==> src/rtl/dac_xfer_pkg.sv <==
package dac_xfer_pkg;
  localparam int unsigned DEF_DW     = 12;
  localparam int unsigned DEF_SEL_W  = 4;
  localparam int unsigned DEF_HW_LAT = 3;

  typedef enum logic [1:0] {
    XF_NONE   = 2'd0,
    XF_DIRECT = 2'd1,
    XF_TRIG   = 2'd2
  } xfer_kind_t;
endpackage

==> src/rtl/trig_edge_sel.sv <==
module trig_edge_sel #(
  parameter int unsigned SEL_W   = 4,
  parameter int unsigned NUM_EXT = (1 << SEL_W) - 1
) (
  input  logic               clk,
  input  logic               rst,
  input  logic [NUM_EXT-1:0] ext_trig,
  input  logic [SEL_W-1:0]   sel,
  output logic               hw_event
);
  localparam int unsigned SLOTS = 1 << SEL_W;

  logic [NUM_EXT-1:0] prev_q;
  logic [NUM_EXT-1:0] rise;
  logic [SLOTS-1:0]   rise_slot;

  always_ff @(posedge clk) begin
    if (rst) prev_q <= '0;
    else     prev_q <= ext_trig;
  end

  // slot 0 is the software source, never a hardware event
  assign rise_slot[0] = 1'b0;

  genvar gi;
  generate
    for (gi = 0; gi < NUM_EXT; gi++) begin : g_line
      assign rise[gi]        = ext_trig[gi] & ~prev_q[gi];
      assign rise_slot[gi+1] = rise[gi];
    end
    for (gi = NUM_EXT + 1; gi < SLOTS; gi++) begin : g_pad
      assign rise_slot[gi] = 1'b0;
    end
  endgenerate

  assign hw_event = rise_slot[sel];
endmodule

==> src/rtl/hw_xfer_seq.sv <==
module hw_xfer_seq #(
  parameter int unsigned LAT = 3
) (
  input  logic clk,
  input  logic rst,
  input  logic enable,
  input  logic start,
  output logic fire,
  output logic busy
);
  localparam int unsigned CW = (LAT > 2) ? $clog2(LAT) : 1;
  localparam logic [CW-1:0] RELOAD = CW'(LAT - 1);

  logic [CW-1:0] cnt_q;
  logic          busy_q;
  logic          queued_q;

  assign fire = busy_q && (cnt_q == '0);
  assign busy = busy_q;

  always_ff @(posedge clk) begin
    if (rst || !enable) begin
      busy_q   <= 1'b0;
      queued_q <= 1'b0;
      cnt_q    <= '0;
    end else if (!busy_q) begin
      if (start) begin
        busy_q <= 1'b1;
        cnt_q  <= RELOAD;
      end
    end else if (fire) begin
      if (queued_q || start) begin
        cnt_q    <= RELOAD;
        queued_q <= 1'b0;
      end else begin
        busy_q <= 1'b0;
      end
    end else begin
      cnt_q <= cnt_q - 1'b1;
      if (start) queued_q <= 1'b1;
    end
  end
endmodule

==> src/rtl/dac_xfer_ctrl.sv <==
module dac_xfer_ctrl
  import dac_xfer_pkg::*;
#(
  parameter int unsigned DW     = DEF_DW,
  parameter int unsigned SEL_W  = DEF_SEL_W,
  parameter int unsigned HW_LAT = DEF_HW_LAT,
  localparam int unsigned NUM_EXT = (1 << SEL_W) - 1
) (
  input  logic               clk,
  input  logic               rst,
  input  logic               chan_en,
  input  logic               trig_en,
  input  logic [SEL_W-1:0]   trig_sel,
  input  logic               wr_valid,
  input  logic [DW-1:0]      wr_data,
  input  logic               sw_trig_set,
  input  logic [NUM_EXT-1:0] ext_trig,
  output logic [DW-1:0]      dout,
  output logic               sw_pend,
  output logic               step_strobe
);
  logic [DW-1:0] held_q;
  logic          direct_q;
  logic          sw_q;
  logic          hw_event;
  logic          hw_fire;
  logic          hw_busy;
  logic          trig_on;
  logic          sw_go;
  xfer_kind_t    kind;

  assign trig_on = chan_en && trig_en;
  assign sw_go   = trig_on && (trig_sel == '0) && sw_q;

  trig_edge_sel #(.SEL_W(SEL_W), .NUM_EXT(NUM_EXT)) u_edge (
    .clk      (clk),
    .rst      (rst),
    .ext_trig (ext_trig),
    .sel      (trig_sel),
    .hw_event (hw_event)
  );

  hw_xfer_seq #(.LAT(HW_LAT)) u_seq (
    .clk    (clk),
    .rst    (rst),
    .enable (chan_en),
    .start  (trig_on && hw_event),
    .fire   (hw_fire),
    .busy   (hw_busy)
  );

  always_comb begin
    if (!chan_en)             kind = XF_NONE;
    else if (hw_fire || sw_go) kind = XF_TRIG;
    else if (direct_q)        kind = XF_DIRECT;
    else                      kind = XF_NONE;
  end

  always_ff @(posedge clk) begin
    if (rst) begin
      held_q      <= '0;
      direct_q    <= 1'b0;
      sw_q        <= 1'b0;
      dout        <= '0;
      step_strobe <= 1'b0;
    end else begin
      if (wr_valid) held_q <= wr_data;
      direct_q    <= wr_valid && chan_en && !trig_en;
      step_strobe <= (kind == XF_TRIG);
      if (kind != XF_NONE) dout <= held_q;
      if (!chan_en)         sw_q <= 1'b0;
      else if (sw_trig_set) sw_q <= 1'b1;
      else if (sw_go)       sw_q <= 1'b0;
    end
  end

  assign sw_pend = sw_q;
endmodule

==> config.mk <==
export PLATFORM = sky130hd
export DESIGN_NAME = dac_xfer_ctrl
export DESIGN_NICKNAME = d
export VERILOG_FILES = /design/src/rtl/dac_xfer_pkg.sv /design/src/rtl/trig_edge_sel.sv /design/src/rtl/hw_xfer_seq.sv /design/src/rtl/dac_xfer_ctrl.sv
export SDC_FILE = /design/constraint.sdc
export NUM_CORES = 1
export LEC_CHECK = 0
export BUFFER_PORTS_ARGS = -buffer_cell sky130_fd_sc_hd__buf_4
export CORE_ASPECT_RATIO = 0.8
export CORE_MARGIN = 1.5
export CORE_UTILIZATION = 46
export CTS_CLUSTER_SIZE = 24
export DETAILED_ROUTE_END_ITERATION = 12
export PLACE_DENSITY = 0.74
export SETUP_SLACK_MARGIN = 0.15
export SLEW_MARGIN = 20
export SYNTH_ARGS = -nofsm -noshare
export SYNTH_HDL_FRONTEND = slang
export SYNTH_SLANG_ARGS = --single-unit
==> constraint.sdc <==
create_clock -name clk -period 1.76 [get_ports clk]
set_input_delay 0.44 -clock clk [delete_from_list [all_inputs] [get_ports clk]]
set_output_delay 0.44 -clock clk [all_outputs]
set_load 0.05 [all_outputs]
==> results of run 1 <==
[cells by family (layout without fill, tap and decap cells)]
| logic type | Yosys count | in the layout |
|---|---|---|
| multiplexers | 25 | 25 |
| AND/OR/NAND/NOR | 67 | 67 |
| adder cells (fa/ha/maj) | 1 | 1 |
| flip-flops | 46 | 46 |
| buffers and inverters | 18 | 76 |
| AO/OA/AOI/OAI | 24 | 25 |
[placed cells by master (no fill, tap or decap), types with 5 or more instances in the layout]
| cell | count |
|---|---|
| sky130_fd_sc_hd__dfxtp_1 | 44 |
| sky130_fd_sc_hd__nor2b_1 | 15 |
| sky130_fd_sc_hd__nand2b_1 | 5 |
| sky130_fd_sc_hd__buf_4 | 59 |
| sky130_fd_sc_hd__o21ai_0 | 6 |
| sky130_fd_sc_hd__nor2_1 | 31 |
| sky130_fd_sc_hd__inv_1 | 8 |
| sky130_fd_sc_hd__clkbuf_8 | 5 |
| sky130_fd_sc_hd__mux2i_1 | 24 |
[timing repair]
item | CTS | global route
hold endpoints to repair | 0 | 0
gates cloned | 0 | 1
endpoints found under the setup margin | 12 | 12
buffers inserted | 0 | 2
gates resized for setup | 0 | 5
pin swaps | 1 | 2
[layer usage]
metal  vias to the layer above  track usage [%]  share of wire, %
met2                        31             26.8                42
met1                       614             26.5                53
met5                         -                0                 0
met4                         0             6.35               1.2
met3                         5             4.22               4.0
li1                        732                -                 -
[worst paths after layout]
path	from	endpoint	slack [ns]	cells after the start
min reg2reg	held_q[1]	held_q[1]	0.50	2
max reg2reg	u_seq.cnt_q[0]	dout[1]	0.19	7
min	trig_en	direct_q	0.35	2
max	u_seq.cnt_q[0]	dout[1]	0.19	7
[cell type report]
type | count | share of cell area (%)
multi-input combinational | 118 | 34.8
inverter | 9 | 1.40
sequential | 46 | 38.2
tap | 55 | 2.85
timing repair buffer | 59 | 18.3
clock buffer | 7 | 3.16
clock inverter | 1 | 1.24
[registers in the layout (all words and copies together) (netlist names)]
name	count
u_edge.prev_q	15
dout	12
held_q	12
u_seq.cnt_q	2
direct_q	1
step_strobe	1
sw_pend	1
u_seq.busy	1
u_seq.queued_q	1
[worst max-delay path: stages, from the launching register on]
cell and delay (ns):
sky130_fd_sc_hd__dfxtp_2 0.35, sky130_fd_sc_hd__inv_2 0.05, sky130_fd_sc_hd__ha_4 0.16, sky130_fd_sc_hd__and2_4 0.15
sky130_fd_sc_hd__a41o_1 0.25, sky130_fd_sc_hd__o21a_4 0.28, sky130_fd_sc_hd__mux2i_1 0.16, sky130_fd_sc_hd__nor2_1 0.06
[power breakdown]
group	switching, mW	internal [mW]	leakage, nW
clock network	0.322	0.425	0.0524
registers	0.0158	1.08	0.379
logic	0.113	0.129	0.621
total	0.451	1.63	1.05
[stage by stage]
stage,total power [mW],setup slack (ns),util (%)
CTS,2.10,0.148,62.0
finish,2.08,0.194,63.1
global route,2.18,0.109,63.1
global placement,1.35,-0.0239,59.2
floorplan,1.25,0.154,-
detailed placement,1.36,-0.0472,59.2
==> impl_metrics.toml, run 1 <==
[run_status]
status = "complete, no violations"

[floorplanning]
die_height_um = 59.7
std_cell_rows = 20
boundaryPins = 51
die_width_um = 73.8
initial_utilization_pct = 48.2
die-area_um2 = 4410
placeable_core_region_um2 = 3830

[timing]
fmax_mhz = 638
finalHoldViolations = 0
max_slew.worst_pin.slew_ns = 0.402
finalSetupViolations = 0
clock_period_minus_worst_slack_ns = 1.57
totalNegativeSetupSlack_ns = 0
timing.hold.ws_ns = 0.347
report.final.slew_viol_count = 0
grt_setup_unrepaired = "true"
post-route-period-util_pct = 89.0
slew-limit-headroom_pct = 72.9
final.setup_skew_ns = 0.00494

[drt]
drcViolationCount = 0
drt.antenna.violating_nets = 0
avgRoutedWirePerCell_um = 12.3
first_pass_iters = 4
drt_first_iter_violations = 60
route.final.wire_length_um = 3630
via_per_inst = 4.68
via_count = 1382

[hold_path]
hold_class = "in -> reg"

[clock_network]
worst_setup_hold_path_clk_slew_ns = 0.08
cts_hold_repair.buffers = 0
number_of_clock_sinks = 46
clk-insertion-delay-late_ns = 0.29
cts_buffer_depth = 2
htree_levels = 2
numCtsBuffers = 5
clockRootBuffer = "sky130_fd_sc_hd__clkbuf_8"
tritoncts = "done"

[global_routing]
first_global_vias = 1381
grt_overflow = 0
grt_use_total_pct = 18.3
pin_count_of_the_biggest_net_entering_global_routing = 32
grt_first_pass_wirelength_um = 6180
number_of_antenna_violations_at_the_first_check_in_global_routing = 0

[synth]
netlist.area_leader.share_pct = 49.9
synth_seq_cells = 46
synth-edff-count = 0
postSynth.asyncResetShare_pct = 0
syn-mean-instance-area_um2 = 10.2
synth_fa_ha_area_share_pct = 0.678
commonest_cells_in_the_netlist = "sky130_fd_sc_hd__dfxtp_1, sky130_fd_sc_hd__nor2_1, sky130_fd_sc_hd__mux2i_1, sky130_fd_sc_hd__nor2b_1, sky130_fd_sc_hd__inv_1"
synth-compound-area-share_pct = 9.69
synth_cell_type_count = 36
yosys_warnings = 0
sequential_element_share_of_the_synthesized_area_pct = 49.9
largest_family_of_logic_cells_by_synthesized_area = "simple AND/OR/NAND/NOR gates"
synth_cells = 181
yosys_most_used_dff = "sky130_fd_sc_hd__dfxtp_1"
yosys.area.top_type = "sky130_fd_sc_hd__dfxtp_1"
synth.area.mux_share_pct = 14.2
synth_simple_gate_area_share_pct = 19.4
mappedNetlistArea_um2 = 1850
post_synth_main_area_contributors = "sky130_fd_sc_hd__dfxtp_1, sky130_fd_sc_hd__mux2i_1, sky130_fd_sc_hd__nor2_1"
xor_xnor_share_of_the_synthesized_area_pct = 0
synth.most_common_cell = "sky130_fd_sc_hd__dfxtp_1"
syn-num-nets = 219

[cells_and_area]
sequential_cell_area_um2 = 923
stdcell_count = 295
drive_above_1_share_pct = 32.1
antennaDiodeCount = 0
layout.nets = 277
multiInputGateArea_um2 = 841
areaGrowthSynthToFinish_pct = 30.8
postLayoutCellArea_um2 = 2420
fillers = 344

[critical_path]
critPathRequiredTime_ns = 1.93
setup.worst_path.end_class = "register"
arrival_time_of_data_at_the_critical_path_endpoint_ns = 1.74
critical_path_class = "reg -> reg"
timing.critical_path.from_type = "register"
maximum_fanout_along_the_worst_path = 6

[run]
timing.max_cap.violations = 0

[power_and_ir_drop]
power-per-cell-area_nw_per_um2 = 863
leakage_nw = 1.05
vdd_drop_max_mv = 0.471

[placed_design]
routabilityCongestion = 0.712
io_buffers = 50
place_inst = 284
postPlaceCellArea_um2 = 2270
place_hpwl_um = 2560
Power figures use the tool's default switching activity.
==> inputs of run 2 (changes only) <==
- CAP_MARGIN: not set -> 20
- CORE_UTILIZATION: 46 -> 55
- PLACE_DENSITY: 0.74 -> 0.83
- clock period: 1.76 -> 1.85 ns (I/O delays scaled with it)
==> run 2 against run 1 <==
  * Clock power fell by 19%
  * Critical path type unchanged
  * Largest cell class unchanged
  * Critical endpoint is now dout[0]
  * First-iteration DRC count rose by 20%
  * Utilization rose by 11 points
  * Maximum frequency fell by 3.3%
  * Clock skew barely moved
==> impl_metrics.toml, run 2 (synthesized netlist as in run 1, its figures left out) <==
[clock_network]
tritoncts = "done"
worst_setup_hold_path_clk_slew_ns = 0.08
cts_buffer_depth = 2
clk-insertion-delay-late_ns = 0.29
cts_hold_repair.buffers = 0
number_of_clock_sinks = 46
htree_levels = 2
numCtsBuffers = 5
clockRootBuffer = "sky130_fd_sc_hd__clkbuf_8"

[placed_design]
place_hpwl_um = 2920
routabilityCongestion = 0.795
detailedPlace.worstSlack_ns = 0.0225
postPlaceCellArea_um2 = 2210
io_buffers = 50

[timing]
final.setup_skew_ns = 0.00447
totalNegativeSetupSlack_ns = 0
report.final.slew_viol_count = 0
finalSetupViolations = 0
clock_period_minus_worst_slack_ns = 1.62
grt_setup_unrepaired = "false"
post-route-period-util_pct = 87.5
max_slew.worst_pin.slew_ns = 0.396
slew-limit-headroom_pct = 73.6
finalWorstSetupSlack_ns = 0.231
fmax_mhz = 618
finalHoldViolations = 0

[global_routing]
pin_count_of_the_biggest_net_entering_global_routing = 25
first_global_vias = 1395
grt_first_pass_wirelength_um = 6090
grt_overflow = 0
grt_use_total_pct = 22.9
number_of_antenna_violations_at_the_first_check_in_global_routing = 0

[floorplanning]
die_height_um = 54.8
boundaryPins = 51
placeable_core_region_um2 = 3150
die-area_um2 = 3720
initial_utilization_pct = 58.6
std_cell_rows = 18
die_width_um = 67.8

[cells_and_area]
drive_above_1_share_pct = 30.3
final_common_cell = "sky130_fd_sc_hd__buf_4"
multiInputGateArea_um2 = 840
antennaDiodeCount = 0
layout.cells.most_common_list = "sky130_fd_sc_hd__buf_4, sky130_fd_sc_hd__dfxtp_1, sky130_fd_sc_hd__nor2_1"
layout.nets = 271
sequential_cell_area_um2 = 922
fillers = 230
reg_top3 = "u_edge.prev_q x15, dout x12, held_q x12"
max_flop_register = "u_edge.prev_q"
areaGrowthSynthToFinish_pct = 26.4
postLayoutCellArea_um2 = 2330
largest_reg_flops = 15

[power_and_ir_drop]
leakage_nw = 1.02
vdd_drop_max_mv = 0.632
power-per-cell-area_nw_per_um2 = 803

[drt]
drcViolationCount = 0
via_count = 1488
avgRoutedWirePerCell_um = 14.8
drt.antenna.violating_nets = 0
route.final.wire_length_um = 4040
drt_first_iter_violations = 72
first_pass_iters = 4
via_per_inst = 5.43

[hold_path]
hold_class = "in -> reg"

[run_status]
status = "complete, no violations"

[critical_path]
timing.critical_path.from_type = "register"
setup.worst_path.end_class = "register"
critPathRequiredTime_ns = 2.03
arrival_time_of_data_at_the_critical_path_endpoint_ns = 1.80
critical_path_class = "reg -> reg"
maximum_fanout_along_the_worst_path = 6

[run]
timing.max_cap.violations = 0
run 2: changes by cell type in the layout (fill, tap and decap cells not counted):
cell	change
sky130_fd_sc_hd__clkbuf_1	-1
sky130_fd_sc_hd__clkbuf_8	+1
sky130_fd_sc_hd__and2_4	-1
sky130_fd_sc_hd__and2_2	+1
sky130_fd_sc_hd__dfxtp_2	-1
sky130_fd_sc_hd__bufinv_16	-1
sky130_fd_sc_hd__dfxtp_1	+1
sky130_fd_sc_hd__clkinv_2	+1
sky130_fd_sc_hd__buf_4	-6
run 2: path summary, 6_finish.rpt:
| path | slack, ns | start | endpoint | cells after the start |
|---|---|---|---|---|
| worst max register to register | 0.23 | u_seq.cnt_q[0] | dout[0] | 7 |
| worst min-delay path | 0.36 | trig_en | direct_q | 2 |
| worst min register to register | 0.50 | held_q[10] | held_q[10] | 2 |
| worst max-delay path | 0.23 | u_seq.cnt_q[0] | dout[0] | 7 |
run 2: what timing repair did:
item,in CTS,in global routing
pin swaps,1,3
buffers inserted,1,0
cloned,1,0
setup endpoints to repair,12,11
gates resized for setup,3,2
run 2: metal layers:
metal	vias to the layer above	GRT usage, %	routed length (µm)
li1	722	-	-
met1	705	27.5	1790
met2	52	39.4	1980
met3	9	5.56	202
met4	0	10.0	68
met5	-	0	0
run 2: report_power, final:
| group | internal (mW) | switching (mW) |
|---|---|---|
| registers | 1.03 | 0.0162 |
| logic | 0.115 | 0.110 |
| clock network | 0.301 | 0.304 |
run 2: metrics by stage:
stage | utilization [%] | total power, mW | hold WS (ns) | std cells
2_1_floorplan | - | 1.19 | 0.457 | 181
3_3_place_gp | 70.0 | 1.27 | 0.471 | 264
3_5_place_dp | 70.0 | 1.29 | 0.485 | 264
4_1_cts | 73.7 | 1.89 | 0.351 | 274
5_1_grt | 74.0 | 1.94 | 0.358 | 274
6_report | 74.0 | 1.87 | 0.356 | 274
run 2: critical path, cell delays in order (launching register included):
cell and delay (ns):
sky130_fd_sc_hd__dfxtp_2 0.35, sky130_fd_sc_hd__inv_2 0.05, sky130_fd_sc_hd__ha_4 0.16, sky130_fd_sc_hd__and2_2 0.19, sky130_fd_sc_hd__a41o_1 0.25, sky130_fd_sc_hd__o21a_4 0.26, sky130_fd_sc_hd__mux2i_1 0.18, sky130_fd_sc_hd__nor2_1 0.07
run 2: layout make-up:
cell class	count	share of cell area [%]
Sequential cell	46	39.5
Multi-Input combinational cell	118	36.0
Timing Repair Buffer	53	17.0
Clock buffer	7	3.70
Tap cell	40	2.14
Inverter	9	1.45
Clock inverter	1	0.214
==> inputs of run 3 (changes only) <==
- MAX_ROUTING_LAYER: not set -> met4
==> run 3 against run 2 <==
  * Utilization unchanged
  * Critical path type unchanged
  * Sequential share of layout area unchanged
  * Largest cell class unchanged
  * Sequential power about the same
  * Highest routed layer unchanged
  * Clock power about the same
  * Total power increased by 0.11%
==> impl_metrics.toml, run 3 (synthesized netlist as in run 1, its figures left out) <==
[clock_network]
number_of_clock_sinks = 46
cts_buffer_depth = 2
htree_levels = 2
numCtsBuffers = 5
tritoncts = "done"
worst_setup_hold_path_clk_slew_ns = 0.08
clk-insertion-delay-late_ns = 0.29
clockRootBuffer = "sky130_fd_sc_hd__clkbuf_8"

[cells_and_area]
layout.cells.most_common_list = "sky130_fd_sc_hd__buf_4, sky130_fd_sc_hd__dfxtp_1, sky130_fd_sc_hd__nor2_1"
postLayoutCellArea_um2 = 2330
areaGrowthSynthToFinish_pct = 26.4
final_common_cell = "sky130_fd_sc_hd__buf_4"
antennaDiodeCount = 0
drive_above_1_share_pct = 30.3
max_flop_register = "u_edge.prev_q"
reg_top3 = "u_edge.prev_q x15, dout x12, held_q x12"
layout.nets = 271
largest_reg_flops = 15

[timing]
clock_period_minus_worst_slack_ns = 1.61
finalHoldViolations = 0
final.setup_skew_ns = 0.00438
totalNegativeSetupSlack_ns = 0
grt_setup_unrepaired = "false"
report.final.slew_viol_count = 0
finalSetupViolations = 0
post-route-period-util_pct = 87.3
max_slew.worst_pin.slew_ns = 0.392
slew-limit-headroom_pct = 73.8
fmax_mhz = 620

[global_routing]
grt_use_total_pct = 23.5
grt_first_pass_wirelength_um = 6080
first_global_vias = 1396
number_of_antenna_violations_at_the_first_check_in_global_routing = 0
grt_overflow = 0
pin_count_of_the_biggest_net_entering_global_routing = 25

[critical_path]
setup.worst_path.end_class = "register"
critPathRequiredTime_ns = 2.03
slowest_delay_ns = 0.34
critical_path_class = "reg -> reg"
path_cells = "inv_2 > ha_4 > and2_2 > a41o_1 > o21a_4 > mux2i_1 > nor2_1"
critPathBufInv = 1
crit_path_top_delay_cell = "sky130_fd_sc_hd__dfxtp_2"
setup.reg_to_reg.worst_slack_ns = 0.24
cp_top_family = "compound AO/OA/AOI/OAI gates"
timing.critical_path.from_type = "register"
maximum_fanout_along_the_worst_path = 6
arrival_time_of_data_at_the_critical_path_endpoint_ns = 1.80

[power_and_ir_drop]
power-per-cell-area_nw_per_um2 = 804
power_report.internal_total_mw = 1.44
p_switching_uw = 433
share_comb_of_total_power_pct = 12.0
sequentialPowerShare_pct = 55.6
leakage_nw = 1.02
proportion_of_power_drawn_by_the_clock_network_pct = 32.4
vdd_drop_max_mv = 0.638
power.switching_fraction_pct = 23.1

[placed_design]
io_buffers = 50
postPlaceCellArea_um2 = 2210
place_hpwl_um = 2920
routabilityCongestion = 0.806

[run]
timing.max_cap.violations = 0

[drt]
drt.antenna.violating_nets = 0
drcViolationCount = 0
first_pass_iters = 4
drt_first_iter_violations = 72
via_per_inst = 5.40
route.final.wire_length_um = 4040
via_count = 1479
avgRoutedWirePerCell_um = 14.7

[floorplanning]
std_cell_rows = 18
die_height_um = 54.8
die_width_um = 67.8
placeable_core_region_um2 = 3150
die-area_um2 = 3720
boundaryPins = 51
initial_utilization_pct = 58.6

[run_status]
status = "complete, no violations"

[hold_path]
hold_class = "in -> reg"
[run 3: cell counts in the layout (fill, tap and decap cells not counted)]
Identical to the previous run, type by type.
[run 3: final timing paths]
check,startpoint,cells after the start,endpoint
worst min-delay path,trig_en,2,direct_q
worst max-delay path,u_seq.cnt_q[0],7,dout[0]
worst max register to register,u_seq.cnt_q[0],7,dout[0]
worst min register to register,held_q[10],2,held_q[10]
[run 3: repair_timing]
item                                    4_1_cts  5_1_grt
gates resized for setup                       3        2
buffers inserted                              1        0
gates cloned                                  1        0
hold buffers                                  0        0
pin swaps                                     1        3
endpoints found under the setup margin       12       11
[run 3: layout make-up]
class	instances	area [µm²]
well taps	40	50.0
repair buffers	53	398
inverters	9	33.8
clock inverters	1	5.00
fillers	230	818
multi-input cells	118	840
clock buffers	7	86.3
flip-flops and latches	46	922
[run 3: through the flow]
| stage | worst slack [ns] | utilization, % | power [mW] | hold slack (ns) | cells |
|---|---|---|---|---|---|
| 6_report | 0.236 | 74.0 | 1.88 | 0.358 | 274 |
| 5_1_grt | 0.159 | 74.0 | 1.94 | 0.358 | 274 |
| 4_1_cts | 0.173 | 73.7 | 1.89 | 0.351 | 274 |
| 3_5_place_dp | 0.0225 | 70.0 | 1.29 | 0.485 | 264 |
| 3_3_place_gp | 0.0887 | 70.0 | 1.27 | 0.471 | 264 |
| 2_1_floorplan | 0.180 | - | 1.19 | 0.457 | 181 |
[run 3: metal layers]
layer / up-vias / wire, µm / global-route usage (%)
met5: - / 0 / -
met4: 0 / 66 / 10.0
met3: 9 / 196 / 5.14
met2: 51 / 1980 / 39.4
met1: 700 / 1800 / 27.7
li1: 719 / - / -
[run 3: power groups by stage]
stage / clock [mW] / sequential [mW] / combinational [mW]
floorplan: 0 / 1.07 / 0.120
global placement: 0 / 1.06 / 0.211
detailed placement: 0 / 1.07 / 0.221
CTS: 0.620 / 1.04 / 0.224
global route: 0.649 / 1.05 / 0.244
finish: 0.608 / 1.04 / 0.225
[run 3: worst register-to-register path: cells and delay by family, from the launching register on]
family,cells,cell delay (ns)
AO/OA/AOI/OAI,2,0.51
adder cells (fa/ha/maj),1,0.16
buffers and inverters,1,0.06
flip-flops,1,0.34
multiplexers,1,0.18
AND/OR/NAND/NOR,2,0.25
